`src/rtl/sb_pkg.sv`:
```
package sb_pkg;

  // Ordering of a same-cycle remove against the hazard search.
  typedef enum logic {
    SB_ORDER_PLAIN        = 1'b0,
    SB_ORDER_REMOVE_FIRST = 1'b1
  } sb_order_e;

endpackage

```
`src/rtl/sb_fifo_ctrl.sv`:
```
module sb_fifo_ctrl #(
  parameter int               DEPTH = 4,
  parameter sb_pkg::sb_order_e ORDER = sb_pkg::SB_ORDER_PLAIN,
  localparam int              PTR_W = $clog2(DEPTH),
  localparam int              CNT_W = $clog2(DEPTH + 1)
) (
  input  logic             clk,
  input  logic             rst_n,
  input  logic             ins_valid,
  input  logic             rm_valid,
  output logic             wr_en,
  output logic             rd_en,
  output logic             ins_ready,
  output logic [PTR_W-1:0] head,
  output logic [PTR_W-1:0] tail,
  output logic [CNT_W-1:0] occupancy
);

  localparam logic [PTR_W-1:0] LAST_PTR = PTR_W'(DEPTH - 1);
  localparam logic [CNT_W-1:0] FULL_CNT = CNT_W'(DEPTH);
  localparam bit REMOVE_FIRST = (ORDER == sb_pkg::SB_ORDER_REMOVE_FIRST);

  logic [PTR_W-1:0] head_q, head_d;
  logic [PTR_W-1:0] tail_q, tail_d;
  logic [CNT_W-1:0] cnt_q, cnt_d;
  logic             is_full, is_empty;

  assign is_full   = (cnt_q == FULL_CNT);
  assign is_empty  = (cnt_q == '0);
  assign rd_en     = rm_valid && !is_empty;
  assign ins_ready = !is_full || (REMOVE_FIRST && rd_en);
  assign wr_en     = ins_valid && ins_ready;

  always_comb begin
    head_d = head_q;
    tail_d = tail_q;
    cnt_d  = cnt_q;
    if (rd_en) begin
      head_d = (head_q == LAST_PTR) ? '0 : head_q + 1'b1;
    end
    if (wr_en) begin
      tail_d = (tail_q == LAST_PTR) ? '0 : tail_q + 1'b1;
    end
    case ({wr_en, rd_en})
      2'b10:   cnt_d = cnt_q + 1'b1;
      2'b01:   cnt_d = cnt_q - 1'b1;
      default: cnt_d = cnt_q;
    endcase
  end

  always_ff @(posedge clk or negedge rst_n) begin
    if (!rst_n) begin
      head_q <= '0;
      tail_q <= '0;
      cnt_q  <= '0;
    end else begin
      if (rd_en) head_q <= head_d;
      if (wr_en) tail_q <= tail_d;
      if (rd_en || wr_en) cnt_q <= cnt_d;
    end
  end

  assign head      = head_q;
  assign tail      = tail_q;
  assign occupancy = cnt_q;

endmodule

```
`src/rtl/sb_entry_store.sv`:
```
module sb_entry_store #(
  parameter int  DEPTH = 4,
  parameter int  REG_W = 5,
  localparam int PTR_W = $clog2(DEPTH)
) (
  input  logic                       clk,
  input  logic                       rst_n,
  input  logic                       wr_en,
  input  logic                       rd_en,
  input  logic [PTR_W-1:0]           head,
  input  logic [PTR_W-1:0]           tail,
  input  logic                       wr_live,
  input  logic [REG_W-1:0]           wr_idx,
  output logic [DEPTH-1:0]           slot_live,
  output logic [DEPTH-1:0][REG_W-1:0] slot_idx
);

  logic [DEPTH-1:0]            live_q, live_d;
  logic [DEPTH-1:0][REG_W-1:0] idx_q;

  for (genvar gi = 0; gi < DEPTH; gi++) begin : g_slot
    logic hit_wr, hit_rd;
    assign hit_wr = wr_en && (tail == PTR_W'(gi));
    assign hit_rd = rd_en && (head == PTR_W'(gi));

    always_comb begin
      live_d[gi] = live_q[gi];
      if (hit_rd) live_d[gi] = 1'b0;
      if (hit_wr) live_d[gi] = wr_live;  // insert wins when slots coincide
    end

    always_ff @(posedge clk or negedge rst_n) begin
      if (!rst_n) begin
        live_q[gi] <= 1'b0;
      end else if (hit_wr || hit_rd) begin
        live_q[gi] <= live_d[gi];
      end
    end

    always_ff @(posedge clk) begin
      if (hit_wr) idx_q[gi] <= wr_idx;
    end
  end

  assign slot_live = live_q;
  assign slot_idx  = idx_q;

endmodule

```
`src/rtl/sb_hazard_match.sv`:
```
module sb_hazard_match #(
  parameter int               DEPTH = 4,
  parameter int               REG_W = 5,
  parameter sb_pkg::sb_order_e ORDER = sb_pkg::SB_ORDER_PLAIN,
  localparam int              PTR_W = $clog2(DEPTH)
) (
  input  logic [DEPTH-1:0]            slot_live,
  input  logic [DEPTH-1:0][REG_W-1:0] slot_idx,
  input  logic                        rd_en,
  input  logic [PTR_W-1:0]            head,
  input  logic [REG_W-1:0]            src_a,
  input  logic [REG_W-1:0]            src_b,
  output logic                        stall
);

  logic [DEPTH-1:0] hit;
  logic             a_nonzero, b_nonzero;

  assign a_nonzero = (src_a != '0);
  assign b_nonzero = (src_b != '0);

  for (genvar gi = 0; gi < DEPTH; gi++) begin : g_cmp
    logic visible;
    if (ORDER == sb_pkg::SB_ORDER_REMOVE_FIRST) begin : g_mask
      assign visible = slot_live[gi] && !(rd_en && (head == PTR_W'(gi)));
    end else begin : g_plain
      assign visible = slot_live[gi];
    end
    assign hit[gi] = visible &&
                     ((a_nonzero && (slot_idx[gi] == src_a)) ||
                      (b_nonzero && (slot_idx[gi] == src_b)));
  end

  assign stall = |hit;

endmodule

```
`src/rtl/hazard_scoreboard.sv`:
```
module hazard_scoreboard #(
  parameter int               DEPTH = 4,
  parameter int               REG_W = 5,
  parameter sb_pkg::sb_order_e ORDER = sb_pkg::SB_ORDER_PLAIN,
  localparam int              PTR_W = $clog2(DEPTH),
  localparam int              CNT_W = $clog2(DEPTH + 1)
) (
  input  logic             clk,
  input  logic             rst_n,
  input  logic             ins_valid,
  input  logic             ins_has_dst,
  input  logic [REG_W-1:0] ins_dst,
  output logic             ins_ready,
  input  logic [REG_W-1:0] src_a,
  input  logic [REG_W-1:0] src_b,
  output logic             stall,
  input  logic             rm_valid
);

  logic                        wr_en, rd_en, wr_live;
  logic [PTR_W-1:0]            head, tail;
  logic [CNT_W-1:0]            occupancy;
  logic [DEPTH-1:0]            slot_live;
  logic [DEPTH-1:0][REG_W-1:0] slot_idx;

  // Register 0 is never a real producer: store it as a dead entry.
  assign wr_live = ins_has_dst && (ins_dst != '0);

  sb_fifo_ctrl #(.DEPTH(DEPTH), .ORDER(ORDER)) u_ctrl (
    .clk       (clk),
    .rst_n     (rst_n),
    .ins_valid (ins_valid),
    .rm_valid  (rm_valid),
    .wr_en     (wr_en),
    .rd_en     (rd_en),
    .ins_ready (ins_ready),
    .head      (head),
    .tail      (tail),
    .occupancy (occupancy)
  );

  sb_entry_store #(.DEPTH(DEPTH), .REG_W(REG_W)) u_store (
    .clk       (clk),
    .rst_n     (rst_n),
    .wr_en     (wr_en),
    .rd_en     (rd_en),
    .head      (head),
    .tail      (tail),
    .wr_live   (wr_live),
    .wr_idx    (ins_dst),
    .slot_live (slot_live),
    .slot_idx  (slot_idx)
  );

  sb_hazard_match #(.DEPTH(DEPTH), .REG_W(REG_W), .ORDER(ORDER)) u_match (
    .slot_live (slot_live),
    .slot_idx  (slot_idx),
    .rd_en     (rd_en),
    .head      (head),
    .src_a     (src_a),
    .src_b     (src_b),
    .stall     (stall)
  );

endmodule

```
`config.mk`:
```
export PLATFORM = sky130hd
export DESIGN_NAME = hazard_scoreboard
export DESIGN_NICKNAME = d
export VERILOG_FILES = /design/src/rtl/sb_pkg.sv /design/src/rtl/sb_fifo_ctrl.sv /design/src/rtl/sb_entry_store.sv /design/src/rtl/sb_hazard_match.sv /design/src/rtl/hazard_scoreboard.sv
export SDC_FILE = /design/constraint.sdc
export NUM_CORES = 1
export LEC_CHECK = 0
export ABC_AREA = 1
export CAP_MARGIN = 30
export CORE_AREA = 5 5 74 83
export CTS_CLUSTER_DIAMETER = 120
export DETAILED_ROUTE_END_ITERATION = 10
export DIE_AREA = 0 0 79 88
export SLEW_MARGIN = 20
export SYNTH_ARGS = -nofsm -noshare
export SYNTH_HDL_FRONTEND = slang
export SYNTH_HIERARCHICAL = 1
export SYNTH_SLANG_ARGS = --single-unit
```
`constraint.sdc`:
```
create_clock -name clk -period 1.7 [get_ports clk]
set_clock_uncertainty 0.2 [all_clocks]
set_input_delay 0.34 -clock clk [delete_from_list [all_inputs] [get_ports clk]]
set_output_delay 0.34 -clock clk [all_outputs]
set_load 0.005 [all_outputs]
```
==> results of run 1 <==
==> path summary, 6_finish.rpt <==
check | start | cells past startpoint | to
max | u_store/slot_idx[7] | 10 | stall
min | rst_n | 2 | u_ctrl/head[1]
max reg2reg | u_ctrl/occupancy[1] | 11 | u_ctrl/occupancy[2]
min reg2reg | u_store/slot_live[1] | 2 | u_store/slot_live[1]
max in group asynchronous | rst_n | 2 | u_ctrl/tail[0]
min in group clk | u_store/slot_live[1] | 2 | u_store/slot_live[1]
==> metal layers <==
layer,wire (µm),vias up
li1,-,838
met1,1620,727
met2,2250,20
met3,132,6
met4,76,0
met5,0,-
==> synth_stat cells <==
cell type | instances | area share
nand2_2 | 1 | 0.0031
inv_1 | 27 | 0.051
nand3b_1 | 1 | 0.0038
fa_1 | 1 | 0.010
nand4_1 | 1 | 0.0031
dfrtp_1 | 11 | 0.14
nor2_2 | 3 | 0.0094
nand3_4 | 1 | 0.0088
xnor2_1 | 21 | 0.092
buf_4 | 5 | 0.019
xor2_1 | 13 | 0.057
nand2_1 | 73 | 0.14
edfxtp_1 | 20 | 0.30
nand2_4 | 1 | 0.0056
nand3_1 | 20 | 0.050
nand3_2 | 2 | 0.010
nor2_1 | 22 | 0.041
buf_6 | 4 | 0.023
ha_1 | 3 | 0.019
inv_2 | 8 | 0.015
o21ai_0 | 1 | 0.0025
==> critical path, cell delays in order, from the launching register on <==
cell and delay, ns:
edfxtp_1 0.42, buf_4 0.16, xor2_1 0.14, nor2_1 0.10, nand3_1 0.08, nand2_1 0.08
nand2_1 0.06, nand2_1 0.05, inv_1 0.03, nand2_1 0.06, buf_2 0.11
==> metrics by stage <==
step | util | power [mW]
4_1_cts | 0.494 | 3.20
2_1_floorplan | - | 1.97
5_1_grt | 0.507 | 3.60
3_5_place_dp | 0.454 | 2.41
3_3_place_gp | 0.454 | 2.38
6_report | 0.507 | 3.31
==> registers in the layout, summed over array words and instances, names as in the netlist <==
| signal | count |
|---|---|
| u_store/slot_idx | 20 |
| u_store/slot_live | 4 |
| u_ctrl/occupancy | 3 |
| u_ctrl/head | 2 |
| u_ctrl/tail | 2 |
==> area by class of cell <==
type	count	area [µm²]
Clock inverter	2	8.76
Fill cell	488	2570
Tap cell	60	75.1
Timing Repair Buffer	56	489
Sequential cell	31	876
Clock buffer	6	72.6
Multi-Input combinational cell	164	981
Inverter	35	146
==> kinds of logic (layout without fill, tap and decap cells) <==
group           Yosys count  after routing
compound gates            1              1
fa+ha+maj                 4              4
flops                    31             31
xor+xnor                 34             34
simple gates            125            125
buf+inv                  44             99
==> power by group through the flow <==
stage / clock [mW] / sequential (mW) / combinational, mW
2_1_floorplan: 0 / 1.20 / 0.765
3_3_place_gp: 0 / 1.24 / 1.13
3_5_place_dp: 0 / 1.25 / 1.16
4_1_cts: 0.547 / 1.23 / 1.43
5_1_grt: 0.588 / 1.27 / 1.73
6_report: 0.530 / 1.24 / 1.54
==> repair_timing <==
action,CTS,global route
resized for setup,31,24
pin swaps,15,7
cloned,0,0
buffers inserted,15,4
setup endpoints to repair,4,28
endpoints found under the hold margin,0,0
==> impl_metrics.toml, run 1 <==
[routing]
ant_nets = 0
via_count = 1591
remaining_drc_errors = 0
drtIter0Drc = 25
wl_per_cell_um = 11.5
viasPerCell = 4.49
dr.pass1.iters = 4
drt_wl_total_um = 4080

[timing]
setup_slack_ns = -0.394
holdWs_ns = 0.153
maxSlewHeadroom = 0.800
tightest_slew_ns = 0.299
timing.fmax_mhz = 477
grt_setup_unrepaired = "yes"
setup_violations = 3
hold_violations = 0
layout_min_cycle_time_ns = 2.09
finalCritPeriodShare = 1.23
fin_tns_setup_ns = -0.614
slew_viol_final = 0

[floorplanning]
start_util = 0.382
die-area_um2 = 6950
die_x_um = 79
row_count = 28
die_h_um = 88
coreArea_um2 = 5220
io_pins = 22

[power]
p_sw_mw = 1.18
p_per_area_nw_per_um2 = 1250
p_leak_nw = 1.27
combPwrFrac = 0.466
clock_power_share = 0.160
ir_drop_mv = 0.870
switching_share = 0.357
internal-power_mw = 2.13
seqPwrFrac = 0.374

[yosys]
synth-xor-area-share = 0.149
ys_types = 21
syn_avg_cell_area_um2 = 8.34
synth_cells = 239
syn_area_um2 = 1990
synth_fa_ha_area_frac = 0.0289
synth_top_family_by_area = "simple AND/OR/NAND/NOR gates"
synth_seq_cells = 31
yosysSeqAreaShare = 0.439
synth_nets = 263
yosys.area_share.simple = 0.273
yosysWarnings = 6
muxShareOfSynthArea = 0
synth_compound_gate_area_share = 0.00251

[cts]
cts_max_level = 2
cts.clk_slew.worst_paths_ns = 0.06
ctsHoldBuffers = 0
cts_made_buffers = 5
clock_latency_ns = 0.27
cts_sinks = 31
root_buffer = "clkbuf_8"
cts_tree = "done"
clockBufferDepth = 2

[grt]
track_usage = 0.133
grt_busiest_layer = "met2"
grt_pass1_wl_um = 7140
grtUsageMet3 = 0.0237
gr-usage-met1 = 0.140
antenna_found_initial = 0
grt_use_met2 = 0.265
grt_pass1_vias = 1642
overflow = 0
grt_max_degree = 12

[place]
pre_cts_ws_ns = -1.05
dp_hpwl_um = 3200
gp_congestion = 0.860
io_buffers = 21
dp.cells = 332
place_area_um2 = 2370

[run]
maxCapViolCount = 0

[critical_path]
critical_path_class = "reg2out"
reg2reg_slack_ns = -0.12
cp_max_fo = 2
arrival_ns = 1.55
cp-end-kind = "output port"
cp-start-kind = "flip-flop"
required_ns = 1.16

[finish]
antenna_cells = 0
drive_above_1_share = 0.276
design_area_um2 = 2650
fin_nets = 317
final_common_cell = "nand2_1"
instances_no_fill = 354
area_growth_pct = 32.8
final_cell_mix = "nand2_1, buf_4, xnor2_1"

[run_status]
violations = "setup timing"
status = "finished with violations"

[min_path]
hold_path.class = "in2async"
Power figures use the tool's default switching activity.
==> inputs of run 2 (changes only) <==
Settings changed: CORE_AREA 5 5 74 83 to 5 5 66 74, DIE_AREA 0 0 79 88 to 0 0 71 79, PLACE_DENSITY set to 0.74.
==> run 2 against run 1 <==
The run still ends with setup timing left. Sequential share of layout area is 1.3 points higher. Count of clock-buffer cells in the layout unchanged. Maximum frequency increased by 4.5%. Wire length shrank 4.1%. Non-clock buffer count shrank 7. Core utilization increased by 11 points. Die area fell by 19%. Clock power decreased by 3%. Worst setup slack improved by 0.091 ns. Combinational power shrank 3%. Critical path type unchanged. Critical endpoint unchanged.
==> impl_metrics.toml, run 2 (same netlist as run 1, synthesis figures left out) <==
[routing]
via_count = 1553
drtIter0Drc = 49
dr.pass1.iters = 4
route.met3.wl_um = 146
viasPerCell = 4.55
wl_met2_um = 2080
remaining_drc_errors = 0
ant_nets = 0
drt_wl_total_um = 3910
wl_met1_um = 1520
routed.top_layer = "met4"
wl_per_cell_um = 11.5

[finish]
antenna_cells = 0
area_growth_pct = 27.7
final_common_cell = "nand2_1"
largest_reg_flops = 20
fillers = 384
drive_above_1_share = 0.237
final_core_util = 0.617
design_area_um2 = 2550
instances_no_fill = 341
final_cell_mix = "nand2_1, buf_4, nor2_1"
fin_nets = 310

[critical_path]
crit_slowest_cell = "edfxtp_1"
slowest_delay_ns = 0.43
cp_max_fo = 2
crit_family = "flip-flops"
critical_path_class = "reg2out"
reg2reg_slack_ns = -0.20
rr_startpoint = "u_ctrl/occupancy[1]"
crit_start = "u_store/slot_idx[10]"
cp-start-kind = "flip-flop"
required_ns = 1.16
arrival_ns = 1.46
cp.buffers_inverters = 2
crit_chain = "xnor2_1 > nand2_1 > nor2_1 > nand2_1 > nand2_1 > nand2_1 > nand2_1 > inv_1 > nand2_1 > buf_2"
cp-end-kind = "output port"
cpMostUsedCell = "nand2_1"
timing.rr.end = "u_ctrl/occupancy[2]"
r2r_cells = 11
path_depth = 10

[cts]
ctsHoldBuffers = 0
clock_latency_ns = 0.27
cts_made_buffers = 5
root_buffer = "clkbuf_8"
cts_max_level = 2
clockBufferDepth = 2
cts_sinks = 31
cts.clk_slew.worst_paths_ns = 0.06
cts_tree = "done"

[timing]
holdWs_ns = 0.154
layout_min_cycle_time_ns = 2.00
timing.fmax_mhz = 499
setup_violations = 4
setup_slack_ns = -0.304
maxSlewHeadroom = 0.808
slew_viol_final = 0
finalCritPeriodShare = 1.18
hold_violations = 0
fin_tns_setup_ns = -0.650
grt_setup_unrepaired = "yes"
tightest_slew_ns = 0.288

[grt]
grt_pass1_wl_um = 6730
grt_pass1_vias = 1571
grt_max_degree = 12
overflow = 0
antenna_found_initial = 0
track_usage = 0.155

[power]
ir_drop_mv = 0.918
p_leak_nw = 1.24
p_per_area_nw_per_um2 = 1270
fin_total_pwr_mw = 3.23

[run_status]
status = "finished with violations"
violations = "setup timing"

[floorplanning]
io_pins = 22
row_count = 25
coreArea_um2 = 4130
start_util = 0.483
die_h_um = 79
die_x_um = 71
die-area_um2 = 5610

[place]
dp_hpwl_um = 3000
io_buffers = 21
pre_cts_ws_ns = -1.01
dp.cells = 320
gp_congestion = 0.841
place_area_um2 = 2320

[min_path]
hold_path.class = "in2async"

[run]
maxCapViolCount = 0
-- run 2: area by class of cell --
cell class	count	area (µm²)	area share
sequential	31	876	0.344
tap	54	67.6	0.0265
clock inverter	2	7.51	0.00295
multi-input combinational	164	957	0.376
clock buffer	6	72.6	0.0285
inverter	35	136	0.0536
timing repair buffer	49	429	0.169
-- run 2: metal layers --
layer  vias up  global-route usage
li1        819                   -
met1       683               0.159
met2        34               0.287
met3        17              0.0380
met4         0              0.0827
met5         -                   0
-- run 2: timing repair --
item	in CTS	in global routing
setup buffers	11	3
pin swaps	17	11
setup endpoints to repair	4	19
gates resized for setup	35	8
-- run 2: worst max path at each step --
stage / endpoint / slack, ns
3_5_place_dp: stall / -1.01
5_1_grt: stall / -0.48
6_report: stall / -0.30
2_1_floorplan: u_ctrl/occupancy[1] / -0.02
4_1_cts: stall / -0.33
3_3_place_gp: stall / -0.99
-- run 2: power breakdown --
group	switching (mW)	internal (mW)	total (mW)	leakage [nW]
Combinational	0.715	0.773	1.49	0.875
Clock	0.236	0.278	0.514	0.0403
Sequential	0.187	1.04	1.23	0.320
Total	1.14	2.09	3.23	1.24
==> inputs of run 3 (changes only) <==
Settings changed: GPL_TIMING_DRIVEN set to 0, RECOVER_POWER set to 25.
==> run 3 against run 2 <==
The run still ends with setup timing left. Critical endpoint unchanged. First-iteration DRC count down 10%. Largest cell class unchanged. Sequential cell count unchanged. Sequential power is essentially flat. Total power down 1.9%. Wire length decreased by 3.1%. Final cell count decreased by 3.5%. Clock power rose by 30%. Count of clock-buffer cells in the layout is 1 lower. Register-to-register slack gained 0.07 ns. Sequential share of layout area is 1.3 points higher.
==> impl_metrics.toml, run 3 (same netlist as run 1, synthesis figures left out) <==
[power]
p_sw_mw = 1.08
fin_total_pwr_mw = 3.17
seqPwrFrac = 0.390
combPwrFrac = 0.399
clock_power_share = 0.211
ir_drop_mv = 0.757
internal-power_mw = 2.08
switching_share = 0.342
p_leak_nw = 1.19
p_per_area_nw_per_um2 = 1290

[timing]
finalCritPeriodShare = 1.19
layout_min_cycle_time_ns = 2.02
slew_viol_final = 0
grt_setup_unrepaired = "yes"
tightest_slew_ns = 0.518
maxSlewHeadroom = 0.654
setup_slack_ns = -0.320
timing.fmax_mhz = 495
setup_violations = 3
hold_violations = 0

[floorplanning]
die_x_um = 71
die_h_um = 79
start_util = 0.483
die-area_um2 = 5610
io_pins = 22
coreArea_um2 = 4130
row_count = 25

[finish]
final_core_util = 0.595
largest_reg_flops = 20
design_area_um2 = 2450
area_growth_pct = 23.1
final_common_cell = "nand2_1"
drive_above_1_share = 0.229
fin_nets = 298
fillers = 371
multi_input_area_um2 = 948
instances_no_fill = 329
regArea_um2 = 876
antenna_cells = 0
final_cell_mix = "nand2_1, inv_1, xnor2_1"

[critical_path]
cp.buffers_inverters = 4
r2r_cells = 10
reg2reg_slack_ns = -0.13
cpMostUsedCell = "nand2_1"
timing.rr.end = "u_ctrl/occupancy[2]"
arrival_ns = 1.48
required_ns = 1.16
cp-end-kind = "output port"
cp_max_fo = 2
crit_family = "simple AND/OR/NAND/NOR gates"
slowest_delay_ns = 0.40
critical_path_class = "reg2out"
cp-start-kind = "flip-flop"
crit_chain = "buf_4 > nand2_1 > nand2_1 > nand2_1 > inv_1 > nand3_1 > nand2_1 > nand2_1 > nand2_1 > inv_1 > nand2_1 > buf_2"
rr_startpoint = "u_ctrl/occupancy[0]"
crit_slowest_cell = "edfxtp_1"

[routing]
dr.pass1.iters = 4
viasPerCell = 4.70
drt_wl_total_um = 3790
wl_per_cell_um = 11.5
via_count = 1547
drtIter0Drc = 44
remaining_drc_errors = 0
ant_nets = 0

[place]
io_buffers = 12
dp.cells = 305
gp_congestion = 0.820
place_area_um2 = 2200
dp_hpwl_um = 2860

[grt]
track_usage = 0.145
overflow = 0
grt_pass1_wl_um = 6400
antenna_found_initial = 0
grt_pass1_vias = 1489
grt_max_degree = 12

[cts]
clock_latency_ns = 0.27
clockBufferDepth = 2
cts.clk_slew.worst_paths_ns = 0.07
root_buffer = "clkbuf_8"
ctsHoldBuffers = 0
cts_max_level = 2
cts_tree = "done"
cts_made_buffers = 5
cts_sinks = 31

[run]
maxCapViolCount = 0

[run_status]
status = "finished with violations"
violations = "setup timing"

[min_path]
hold_path.class = "in2async"
[run 3: changes by cell type in the layout (fill, tap and decap cells not counted), sizes merged, moves of 2 or more]
cell,delta
dlygate4sd2,-6
clkdlybuf4s50,-4
clkbuf,-2
buf,-3
dlygate4sd3,+3
[run 3: worst max path at each step]
stage	slack (ns)	cells past startpoint	start	end
after floorplan	-0.02	8	u_ctrl/occupancy[0]	u_ctrl/occupancy[1]
after global placement	-1.0	12	src_a[4]	stall
after detailed placement	-1.01	12	src_a[4]	stall
after CTS	-0.33	10	u_store/slot_idx[7]	stall
after global routing	-0.52	12	u_store/slot_idx[3]	stall
final	-0.32	12	u_store/slot_idx[8]	stall
[run 3: repair_timing]
action                                 CTS  global route
setup endpoints to repair                4            14
pin swaps                               10             2
buffers inserted                         9             7
endpoints found under the hold margin    0             0
gates resized for setup                 18             5
[run 3: layer usage]
metal	wire length, µm	share of wire	vias to the layer above	GRT usage
li1	-	-	797	-
met3	156	0.041	13	0.0418
met5	0	0	-	0
met1	1480	0.39	710	0.151
met4	84	0.022	0	0.0545
met2	2070	0.55	27	0.272
[run 3: power by group through the flow]
stage	combinational [mW]	clock (mW)	sequential [mW]
6_report	1.27	0.668	1.24
5_1_grt	1.42	0.724	1.27
4_1_cts	1.11	0.685	1.24
3_5_place_dp	0.974	0	1.25
3_3_place_gp	0.944	0	1.24
2_1_floorplan	0.765	0	1.20
[run 3: final cells by class]
type | instances | share of cell area
multi-input cells | 164 | 0.386
flip-flops and latches | 31 | 0.357
repair buffers | 28 | 0.0973
inverters | 35 | 0.0545
plain buffers | 9 | 0.0336
clock buffers | 5 | 0.0280
well taps | 54 | 0.0275
clock inverters | 3 | 0.0158
[run 3: per-stage QoR]
stage	worst slack, ns	hold slack [ns]	TNS, ns
final	-0.320	0.274	-0.552
after floorplan	-0.0224	-0.156	-0.0442
after global placement	-0.997	0.281	-6.42
after global routing	-0.519	0.303	-0.921
after detailed placement	-1.01	0.281	-7.01
after CTS	-0.325	0.215	-0.562
